--- config.mk ---
export PLATFORM = sky130hd
export DESIGN_NAME = rtc_calendar
export DESIGN_NICKNAME = d
export VERILOG_FILES = /design/src/rtl/rtc_cal_pkg.sv /design/src/rtl/rtc_wrap_ctr.sv /design/src/rtl/rtc_alarm_cmp.sv /design/src/rtl/rtc_upd_window.sv /design/src/rtl/rtc_calendar.sv
export SDC_FILE = /design/constraint.sdc
export NUM_CORES = 1
export LEC_CHECK = 0
export CORE_MARGIN = 4
export CORE_UTILIZATION = 25
export DETAILED_ROUTE_END_ITERATION = 16
export GPL_TIMING_DRIVEN = 1
export SLEW_MARGIN = 20
export SYNTH_ARGS = -nofsm -noshare
export SYNTH_HDL_FRONTEND = slang
export SYNTH_HIERARCHICAL = 1
export SYNTH_SLANG_ARGS = --single-unit
--- constraint.sdc ---
create_clock -name clk -period 7.7 [get_ports clk]
set_input_delay 1.155 -clock clk [delete_from_list [all_inputs] [get_ports clk]]
set_output_delay 1.155 -clock clk [all_outputs]
set_load 0.01 [all_outputs]
--- src/rtl/rtc_cal_pkg.sv ---
package rtc_cal_pkg;

  localparam int SEC_W  = 6;
  localparam int MIN_W  = 6;
  localparam int HOUR_W = 5;
  localparam int WDAY_W = 3;
  localparam int MDAY_W = 5;
  localparam int MON_W  = 4;
  localparam int ALM_W  = 8;
  localparam int N_ALM  = 3;

  typedef enum logic [3:0] {
    SEL_SEC   = 4'd0,
    SEL_MIN   = 4'd1,
    SEL_HOUR  = 4'd2,
    SEL_WDAY  = 4'd3,
    SEL_MDAY  = 4'd4,
    SEL_MON   = 4'd5,
    SEL_YEAR  = 4'd6,
    SEL_ASEC  = 4'd8,
    SEL_AMIN  = 4'd9,
    SEL_AHOUR = 4'd10
  } fsel_e;

  // Last valid day of a zero-based month.
  function automatic logic [MDAY_W-1:0] month_len(input logic [MON_W-1:0] mon,
                                                   input logic leap);
    logic [MDAY_W-1:0] d;
    case (mon)
      4'd1:                    d = leap ? 5'd29 : 5'd28;
      4'd3, 4'd5, 4'd8, 4'd10: d = 5'd30;
      default:                 d = 5'd31;
    endcase
    return d;
  endfunction

endpackage

--- src/rtl/rtc_wrap_ctr.sv ---
module rtc_wrap_ctr #(
  parameter int W  = 6,
  parameter int LO = 0
) (
  input  logic         clk,
  input  logic         rst_n,
  input  logic         inc,
  input  logic         load,
  input  logic [W-1:0] load_val,
  input  logic [W-1:0] top,
  output logic [W-1:0] q,
  output logic         carry
);
  localparam logic [W-1:0] LO_V = W'(LO);

  assign carry = inc && (q >= top);

  always_ff @(posedge clk) begin
    if (!rst_n)     q <= LO_V;
    else if (load)  q <= load_val;
    else if (inc)   q <= carry ? LO_V : q + W'(1);
  end
endmodule

--- src/rtl/rtc_alarm_cmp.sv ---
module rtc_alarm_cmp
  import rtc_cal_pkg::*;
#(
  parameter int N = N_ALM
) (
  input  logic [N-1:0][ALM_W-1:0] alarm,
  input  logic [N-1:0][ALM_W-1:0] cur,
  output logic                    match
);
  logic [N-1:0] hit;

  for (genvar i = 0; i < N; i++) begin : g_fld
    assign hit[i] = (alarm[i][ALM_W-1 -: 2] == 2'b11) || (alarm[i] == cur[i]);
  end

  assign match = &hit;
endmodule

--- src/rtl/rtc_upd_window.sv ---
module rtc_upd_window #(
  parameter int UIP_CYCLES = 8
) (
  input  logic clk,
  input  logic rst_n,
  input  logic start,
  input  logic abort,
  input  logic match_in,
  output logic uip,
  output logic done,
  output logic alarm
);
  localparam int CW = $clog2(UIP_CYCLES + 1);
  localparam logic [CW-1:0] LEN = CW'(UIP_CYCLES);

  logic [CW-1:0] cnt;

  always_ff @(posedge clk) begin
    if (!rst_n) begin
      cnt   <= '0;
      done  <= 1'b0;
      alarm <= 1'b0;
    end else begin
      done  <= 1'b0;
      alarm <= 1'b0;
      if (abort) begin
        cnt <= '0;
      end else if (start) begin
        cnt <= LEN;
      end else if (cnt != '0) begin
        cnt <= cnt - CW'(1);
        if (cnt == CW'(1)) begin
          done  <= 1'b1;
          alarm <= match_in;
        end
      end
    end
  end

  assign uip = (cnt != '0);
endmodule

--- src/rtl/rtc_calendar.sv ---
module rtc_calendar
  import rtc_cal_pkg::*;
#(
  parameter int UIP_CYCLES = 20,
  parameter int YEAR_W     = 7,
  parameter int YEAR_MAX   = 99
) (
  input  logic              clk,
  input  logic              rst_n,
  input  logic              tick_1hz,
  input  logic              set_mode,
  input  logic              wr_en,
  input  logic [3:0]        wr_sel,
  input  logic [7:0]        wr_data,
  output logic [SEC_W-1:0]  seconds,
  output logic [MIN_W-1:0]  minutes,
  output logic [HOUR_W-1:0] hours,
  output logic [WDAY_W-1:0] weekday,
  output logic [MDAY_W-1:0] mday,
  output logic [MON_W-1:0]  month,
  output logic [YEAR_W-1:0] year,
  output logic              uip,
  output logic              upd_done,
  output logic              alarm_hit
);
  localparam logic [YEAR_W-1:0] YEAR_TOP = YEAR_W'(YEAR_MAX);

  logic adv, start_win;
  logic c_sec, c_min, c_hour, c_wday, c_mday, c_mon, c_year;
  logic leap;
  logic [MDAY_W-1:0] day_top;
  logic [N_ALM-1:0][ALM_W-1:0] alm_q, cur_v;
  logic match;

  function automatic logic sel_is(input logic [3:0] s, input fsel_e f);
    return wr_en && (s == f);
  endfunction

  // a write wins over a coincident tick
  assign adv       = tick_1hz && !wr_en;
  assign start_win = adv && !set_mode;
  assign leap      = (year[1:0] == 2'b00);
  assign day_top   = month_len(month, leap);

  rtc_wrap_ctr #(.W(SEC_W), .LO(0)) u_sec (
    .clk(clk), .rst_n(rst_n), .inc(adv), .load(sel_is(wr_sel, SEL_SEC)),
    .load_val(wr_data[SEC_W-1:0]), .top(SEC_W'(59)), .q(seconds), .carry(c_sec));

  rtc_wrap_ctr #(.W(MIN_W), .LO(0)) u_min (
    .clk(clk), .rst_n(rst_n), .inc(c_sec), .load(sel_is(wr_sel, SEL_MIN)),
    .load_val(wr_data[MIN_W-1:0]), .top(MIN_W'(59)), .q(minutes), .carry(c_min));

  rtc_wrap_ctr #(.W(HOUR_W), .LO(0)) u_hour (
    .clk(clk), .rst_n(rst_n), .inc(c_min), .load(sel_is(wr_sel, SEL_HOUR)),
    .load_val(wr_data[HOUR_W-1:0]), .top(HOUR_W'(23)), .q(hours), .carry(c_hour));

  rtc_wrap_ctr #(.W(WDAY_W), .LO(0)) u_wday (
    .clk(clk), .rst_n(rst_n), .inc(c_hour), .load(sel_is(wr_sel, SEL_WDAY)),
    .load_val(wr_data[WDAY_W-1:0]), .top(WDAY_W'(6)), .q(weekday), .carry(c_wday));

  rtc_wrap_ctr #(.W(MDAY_W), .LO(1)) u_mday (
    .clk(clk), .rst_n(rst_n), .inc(c_hour), .load(sel_is(wr_sel, SEL_MDAY)),
    .load_val(wr_data[MDAY_W-1:0]), .top(day_top), .q(mday), .carry(c_mday));

  rtc_wrap_ctr #(.W(MON_W), .LO(0)) u_mon (
    .clk(clk), .rst_n(rst_n), .inc(c_mday), .load(sel_is(wr_sel, SEL_MON)),
    .load_val(wr_data[MON_W-1:0]), .top(MON_W'(11)), .q(month), .carry(c_mon));

  rtc_wrap_ctr #(.W(YEAR_W), .LO(0)) u_year (
    .clk(clk), .rst_n(rst_n), .inc(c_mon), .load(sel_is(wr_sel, SEL_YEAR)),
    .load_val(wr_data[YEAR_W-1:0]), .top(YEAR_TOP), .q(year), .carry(c_year));

  // weekday and year carries have no consumer
  logic unused_carry;
  assign unused_carry = c_wday ^ c_year;

  // alarm registers: index 0 seconds, 1 minutes, 2 hours
  for (genvar i = 0; i < N_ALM; i++) begin : g_alm
    localparam logic [3:0] CODE = 4'(SEL_ASEC) + 4'(i);
    always_ff @(posedge clk) begin
      if (!rst_n)                        alm_q[i] <= '0;
      else if (wr_en && wr_sel == CODE)  alm_q[i] <= wr_data;
    end
  end

  assign cur_v[0] = ALM_W'(seconds);
  assign cur_v[1] = ALM_W'(minutes);
  assign cur_v[2] = ALM_W'(hours);

  rtc_alarm_cmp #(.N(N_ALM)) u_cmp (
    .alarm(alm_q), .cur(cur_v), .match(match));

  rtc_upd_window #(.UIP_CYCLES(UIP_CYCLES)) u_win (
    .clk(clk), .rst_n(rst_n), .start(start_win), .abort(set_mode),
    .match_in(match), .uip(uip), .done(upd_done), .alarm(alarm_hit));

endmodule

# ---- After elaboration in Yosys (flattened, before gate mapping)
# Cells that the tools add are included.
dict set report op_classes {
  shifts 0
  div_mod_pow 0
  n_lt_le_gt_ge 7
  n_eq_ne 21
  n_reduce_logical 41
  bitwise_logic 3
  n_mux 26
  mul 0
  n_addsub 8
}
# cell count
set op_table {}
lappend op_table {{$mux W5} 8}
lappend op_table {{$mux W6} 6}
lappend op_table {{$mux W7} 3}
lappend op_table {{$eq A4 B4 Y1 const B} 5}
lappend op_table {{$logic_and A1 B1 Y1} 19}
lappend op_table {{$eq A4 B3 Y1 const B} 4}
lappend op_table {{$eq A8 B6 Y1} 2}
lappend op_table {{$reduce_bool A2 Y1} 8}
lappend op_table {{$add A6 B1 Y6 const B} 2}
lappend op_table {{$eq A4 B2 Y1 const B} 3}
lappend op_table {{$ge A6 B6 Y1 const B} 2}
lappend op_table {{$mux W4} 3}
lappend op_table {{$add A5 B1 Y5 const B} 2}
lappend op_table {{$mux W3} 3}
lappend op_table {{$eq A4 B1 Y1 const B} 2}
lappend op_table {{$eq A8 B5 Y1} 1}
lappend op_table {{$reduce_or A4 Y1} 2}
lappend op_table {{$add A7 B1 Y7 const B} 1}
lappend op_table {{$ge A7 B7 Y1 const B} 1}
lappend op_table {{$eq A2 B2 Y1 const B} 3}
lappend op_table {{$eq A5 B1 Y1 const B} 1}
lappend op_table {{$ge A5 B5 Y1} 1}
lappend op_table {{$ge A5 B5 Y1 const B} 1}
lappend op_table {{$reduce_bool A5 Y1} 1}
lappend op_table {{other kinds (16)} 22}
dict set report word_totals {
  memories 0
  regBits 67
  input_bits 17
  rom_bits 0
  out_inout_bits 39
  elab_cells 120
  latch_bits 0
  ram_bits 0
}

# ---- Depth between registers and ports, before layout
dict set report logic_depth {
  word_depth 11
  ltp_mapped 16
}

# ---- Modules after synthesis
# The synthesis kept the hierarchy.
# mod instances cells_each area_per_inst_um2
set modules_own_cells {}
lappend modules_own_cells {rtc_calendar 1 109 1052.3}
lappend modules_own_cells {{rtc_wrap_ctr (u_min ...)} 2 61 505.5}
lappend modules_own_cells {{rtc_wrap_ctr (u_year)} 1 70 590.6}
lappend modules_own_cells {{rtc_wrap_ctr (u_hour)} 1 56 464.2}
lappend modules_own_cells {{rtc_wrap_ctr (u_mday)} 1 52 415.4}
lappend modules_own_cells {rtc_upd_window 1 31 327.8}
lappend modules_own_cells {{rtc_wrap_ctr (u_mon)} 1 39 321.6}
lappend modules_own_cells {rtc_alarm_cmp 1 34 280.3}
lappend modules_own_cells {{rtc_wrap_ctr (u_wday)} 1 30 252.7}

# ---- Worst setup path after synthesis
# Ideal clock, no wire load.
dict set report synth_timing {
  path_type {input-to-reg}
  start {in tick_1hz}
  end {reg u_year.q[6]}
  setup_time_ns 0.073
  slack_ns 3.410
  arrival_time_ns 4.217
  stages 13
  required_time_ns 7.627
  cell_sequence {nor2b_1 inv_1 nor2_1 inv_1 nor2_1 a21boi_0 a21boi_0 inv_1 a21oi_1 clkbuf_2 and3_1 o211ai_2 o22ai_2}
}
dict set report synth_via {
  elab_chain_len 10
  word_cells_on_any_way 11
  classes_between {mux: 3; reduce/logical: 8}
}
# item line_no
set synth_rtl {}
lappend synth_rtl {{start, declared} rtc_calendar.sv:10} ;# input logic tick_1hz,
lappend synth_rtl {{$logic_and A1 B1 Y1 *} rtc_calendar.sv:40} ;# assign adv = tick_1hz && !wr_en;
lappend synth_rtl {{$logic_and A1 B1 Y1 *} rtc_wrap_ctr.sv:16} ;# assign carry = inc && (q >= top);
lappend synth_rtl {{named net c_sec} rtc_calendar.sv:29} ;# logic c_sec, c_min, c_hour, c_wday, c_mday, c_mon, c_year;
lappend synth_rtl {{$logic_and A1 B1 Y1 *} rtc_wrap_ctr.sv:16}
lappend synth_rtl {{named net c_min} rtc_calendar.sv:29}
lappend synth_rtl {{$logic_and A1 B1 Y1 *} rtc_wrap_ctr.sv:16}
lappend synth_rtl {{named net c_hour} rtc_calendar.sv:29}
lappend synth_rtl {{$logic_and A1 B1 Y1 *} rtc_wrap_ctr.sv:16}
lappend synth_rtl {{named net c_mday} rtc_calendar.sv:29}
lappend synth_rtl {{$logic_and A1 B1 Y1 *} rtc_wrap_ctr.sv:16}
lappend synth_rtl {{named net c_mon} rtc_calendar.sv:29}
lappend synth_rtl {{$logic_and A1 B1 Y1} rtc_wrap_ctr.sv:16}
lappend synth_rtl {{$mux W7 (2 in a row)} rtc_wrap_ctr.sv:21} ;# else if (inc) q <= carry ? LO_V : q + W'(1);
lappend synth_rtl {{$mux W7} rtc_wrap_ctr.sv:20} ;# else if (load) q <= load_val;
lappend synth_rtl {{end signal, assigned} rtc_wrap_ctr.sv:20}
lappend synth_rtl {{end signal, assigned} rtc_wrap_ctr.sv:21}
lappend synth_rtl {{end, declared} rtc_wrap_ctr.sv:11} ;# output logic [W-1:0] q,
# Mark *: on every way through the listed nets, which the timed path passes. The rest lies on a longest branch. The select of a mux whose other input is x is not followed.
# A chain may end at the register's enable or synchronous reset.

# ---- Worst setup path after layout
dict set report layout_timing {
  start {in wr_en}
  end {reg u_year.q[6]}
}
dict set report layout_via {
  elab_chain_len 11
  word_cells_on_any_way 13
  classes_between {mux: 3; reduce/logical: 10}
}
# item line_no
set layout_rtl {}
lappend layout_rtl {{start, declared} rtc_calendar.sv:12} ;# input logic wr_en,
lappend layout_rtl {{$logic_not A1 Y1 *} rtc_calendar.sv:40}
lappend layout_rtl {{$logic_and A1 B1 Y1 *} rtc_calendar.sv:40}
lappend layout_rtl {{named net adv} rtc_calendar.sv:28} ;# logic adv, start_win;
lappend layout_rtl {{$logic_and A1 B1 Y1 *} rtc_wrap_ctr.sv:16}
lappend layout_rtl {{named net c_sec} rtc_calendar.sv:29}
lappend layout_rtl {{$logic_and A1 B1 Y1 *} rtc_wrap_ctr.sv:16}
lappend layout_rtl {{named net c_min} rtc_calendar.sv:29}
lappend layout_rtl {{$logic_and A1 B1 Y1 *} rtc_wrap_ctr.sv:16}
lappend layout_rtl {{named net c_hour} rtc_calendar.sv:29}
lappend layout_rtl {{$logic_and A1 B1 Y1 *} rtc_wrap_ctr.sv:16}
lappend layout_rtl {{named net c_mday} rtc_calendar.sv:29}
lappend layout_rtl {{$logic_and A1 B1 Y1 *} rtc_wrap_ctr.sv:16}
lappend layout_rtl {{named net c_mon} rtc_calendar.sv:29}
lappend layout_rtl {{$logic_and A1 B1 Y1} rtc_wrap_ctr.sv:16}
lappend layout_rtl {{$mux W7 (2 in a row)} rtc_wrap_ctr.sv:21}
lappend layout_rtl {{$mux W7} rtc_wrap_ctr.sv:20}
# Marked as above.

==> results.md <==
- Metal2 WL: 5.74 mm
- N_diodes: 0
- Clock latency on the worst-skew pair: about 0.33 ns
- Inserted Clock Buffers: 9
- Drt wl/cell: 14.3 um
- DR iter-0 viols: approximately 210
- GRT overflow: 0
- Slew HR: 26.3%
- Crit path capture type: register
- Vias in the first global route: 3950
- Layout cells sized above 1: 8.09%
- Die height: 145 um
- WP data required: 7.96 ns
- Sequential cell area: 1340 um^2
- Clk sinks: between 60 and 70
- Setup TNS: 0 ns
- Yosys warning total: 6
- Worst hold path class: register to register
- Slew Viols, Final: 0
- Avg Inst Size Synth: 8.70 um^2
- CTS max path bufs: 2
- Initial core utilization: 25.8%
- Worst r2r src: u_sec/q[0]
- Syn-to-layout area delta: 27.0%
- Post-Syn Area: 4700 um^2
- Hold Crit Start: alm_q[12]
- Internal: 0.636 mW
- Worst setup path startpoint: wr_en
- CP Class: input pin to register
- Max Freq: between 150 and 200 MHz
- Clk root buf: clkbuf_16
- First-pass iteration count of the detailed router: 4
- P per Cell Area: around 140 nW/um^2
- Clk pwr share: a little under half
- Met3 wire len: 367 um
- Reg power frac: about two fifths
- Status: finished, final reports clean
- CTS clock-pin slew for the worst setup and hold paths: 0.06 ns
- RD Place Congestion: 0.843
- Maximum vdd ir drop: 0.0991 mV
- Count of final setup violators: 0
- Slew @ Worst Pin: 1.10 ns
- Synth Instances: between 500 and 600
- Final min period: 5.13 ns
- Final Hold Vio Count: 0
- Die width: roughly 150 um
- Hold_ws: roughly 0.47 ns
- Worst endpoint data arrival time: 5.39 ns
- Max-Cap Viols: 0
- Detail Route Antenna Nets: 0
- Routed wire length: 12.5 mm
- Core region area: 18200 um^2
- Clk_skew: between 0.006 and 0.007 ns
- Final period util: 66.7%
- Buffers on Ports: 55
- Sw Share: 26.4%
- Std cell rows: 49
- Post-route cell area: 5960 um^2
- Switching power total: 0.228 mW
- Cts repair resizes: 0
- Leakage: 2.69 nW
- H-tree depth: 3
- Area of the multi-input gates: between 3000 and 4000 um^2
- Vias: between 4000 and 5000
- Largest net degree at the start of global routing: 55
- Post-DP HPWL: 9.22 mm
- DRC: 0
- Wl on met1: 6.25 mm
- Highest Signal Layer: met4
- First-pass GRT wire length: 21.0 mm
- Antenna violations before repair: 0
- Boundary pin count: 56
- Gr usage total: 12.0%
- Vias per cell: approximately 4.7
- Dpl cell area: 5670 um^2
- Hold buffer count at cts: 0
- Crit path launch type: input pin
- Die Area: 21000 um^2
- RSZ-0062 raised after global routing: false
- Fill cell count: 1890
- CTS tree: yes
- Part of the power in combinational logic: 12.5%
- Setup Fix Bufs, Post-CTS: 0
- Final nets: 700
- CP Max Fanout: 12
path summary, 6_finish.rpt:
kind / depth (start not counted) / endpoint / slack [ns]
min: 2 / alm_q[12] / 0.47
max reg2reg: 16 / u_year/q[6] / 3.42
max: 14 / u_year/q[6] / 2.57
min reg2reg: 2 / alm_q[12] / 0.47
final cells by class:
| type | instances | share of cell area, % |
|---|---|---|
| clock inverter | 5 | 0.608 |
| timing repair buffer | 60 | 9.78 |
| multi-input combinational | 442 | 54.4 |
| clock buffer | 11 | 4.24 |
| sequential | 67 | 22.5 |
| tap | 229 | 4.80 |
| inverter | 58 | 3.65 |
power groups by stage:
stage	clock network (mW)	logic, mW	registers [mW]
final	0.394	0.108	0.362
after detailed placement	0	0.107	0.370
after global routing	0.425	0.122	0.363
after floorplan	0	0.0657	0.368
after global placement	0	0.106	0.370
after CTS	0.405	0.107	0.362
critical path: stages:
cell	delay, ns
clkdlybuf4s50_1	0.53
nor2b_1	0.47
inv_1	0.18
nor2_1	0.41
inv_1	0.16
nor2_1	0.33
a21boi_0	0.23
buf_4	0.22
a21boi_0	0.31
inv_1	0.16
a21oi_1	0.56
and3_1	0.28
o211ai_2	0.18
o22ai_2	0.19
per-layer routing:
| metal | vias up | track usage (%) |
|---|---|---|
| li1 | 2110 | - |
| met1 | 1871 | 16.5 |
| met2 | 70 | 19.0 |
| met3 | 8 | 2.09 |
| met4 | 0 | 3.85 |
| met5 | - | 0 |
sequential cells by signal (all words and copies together), names as in the netlist:
register / cells
u_win/cnt: 5
u_mon/q: 4
u_hour/q: 5
u_year/q: 7
u_sec/q: 6
u_win/alarm: 1
u_mday/q: 5
alm_q: 24
u_win/done: 1
u_wday/q: 3
u_min/q: 6
per-stage QoR:
step | utilization [%] | std cells | setup WS [ns] | power [mW]
global route | 32.7 | 872 | 2.06 | 0.910
global placement | 31.1 | 856 | 2.42 | 0.476
finish | 32.7 | 872 | 2.57 | 0.864
floorplan | - | 579 | 3.45 | 0.434
CTS | 32.7 | 872 | 2.59 | 0.875
detailed placement | 31.1 | 856 | 2.24 | 0.477
cell usage in the layout (no fill, tap or decap), drive strengths merged, types with 20 or more instances in the layout:
cell type and n:
nor3b 24, xor2 35, a21oi 43, nand2 48
o22ai 20, conb 41, ha 45, mux2i 25
inv 59, clkdlybuf4s50 54, dfxtp 67
Note: power is estimated with default switching activity, not from simulation.
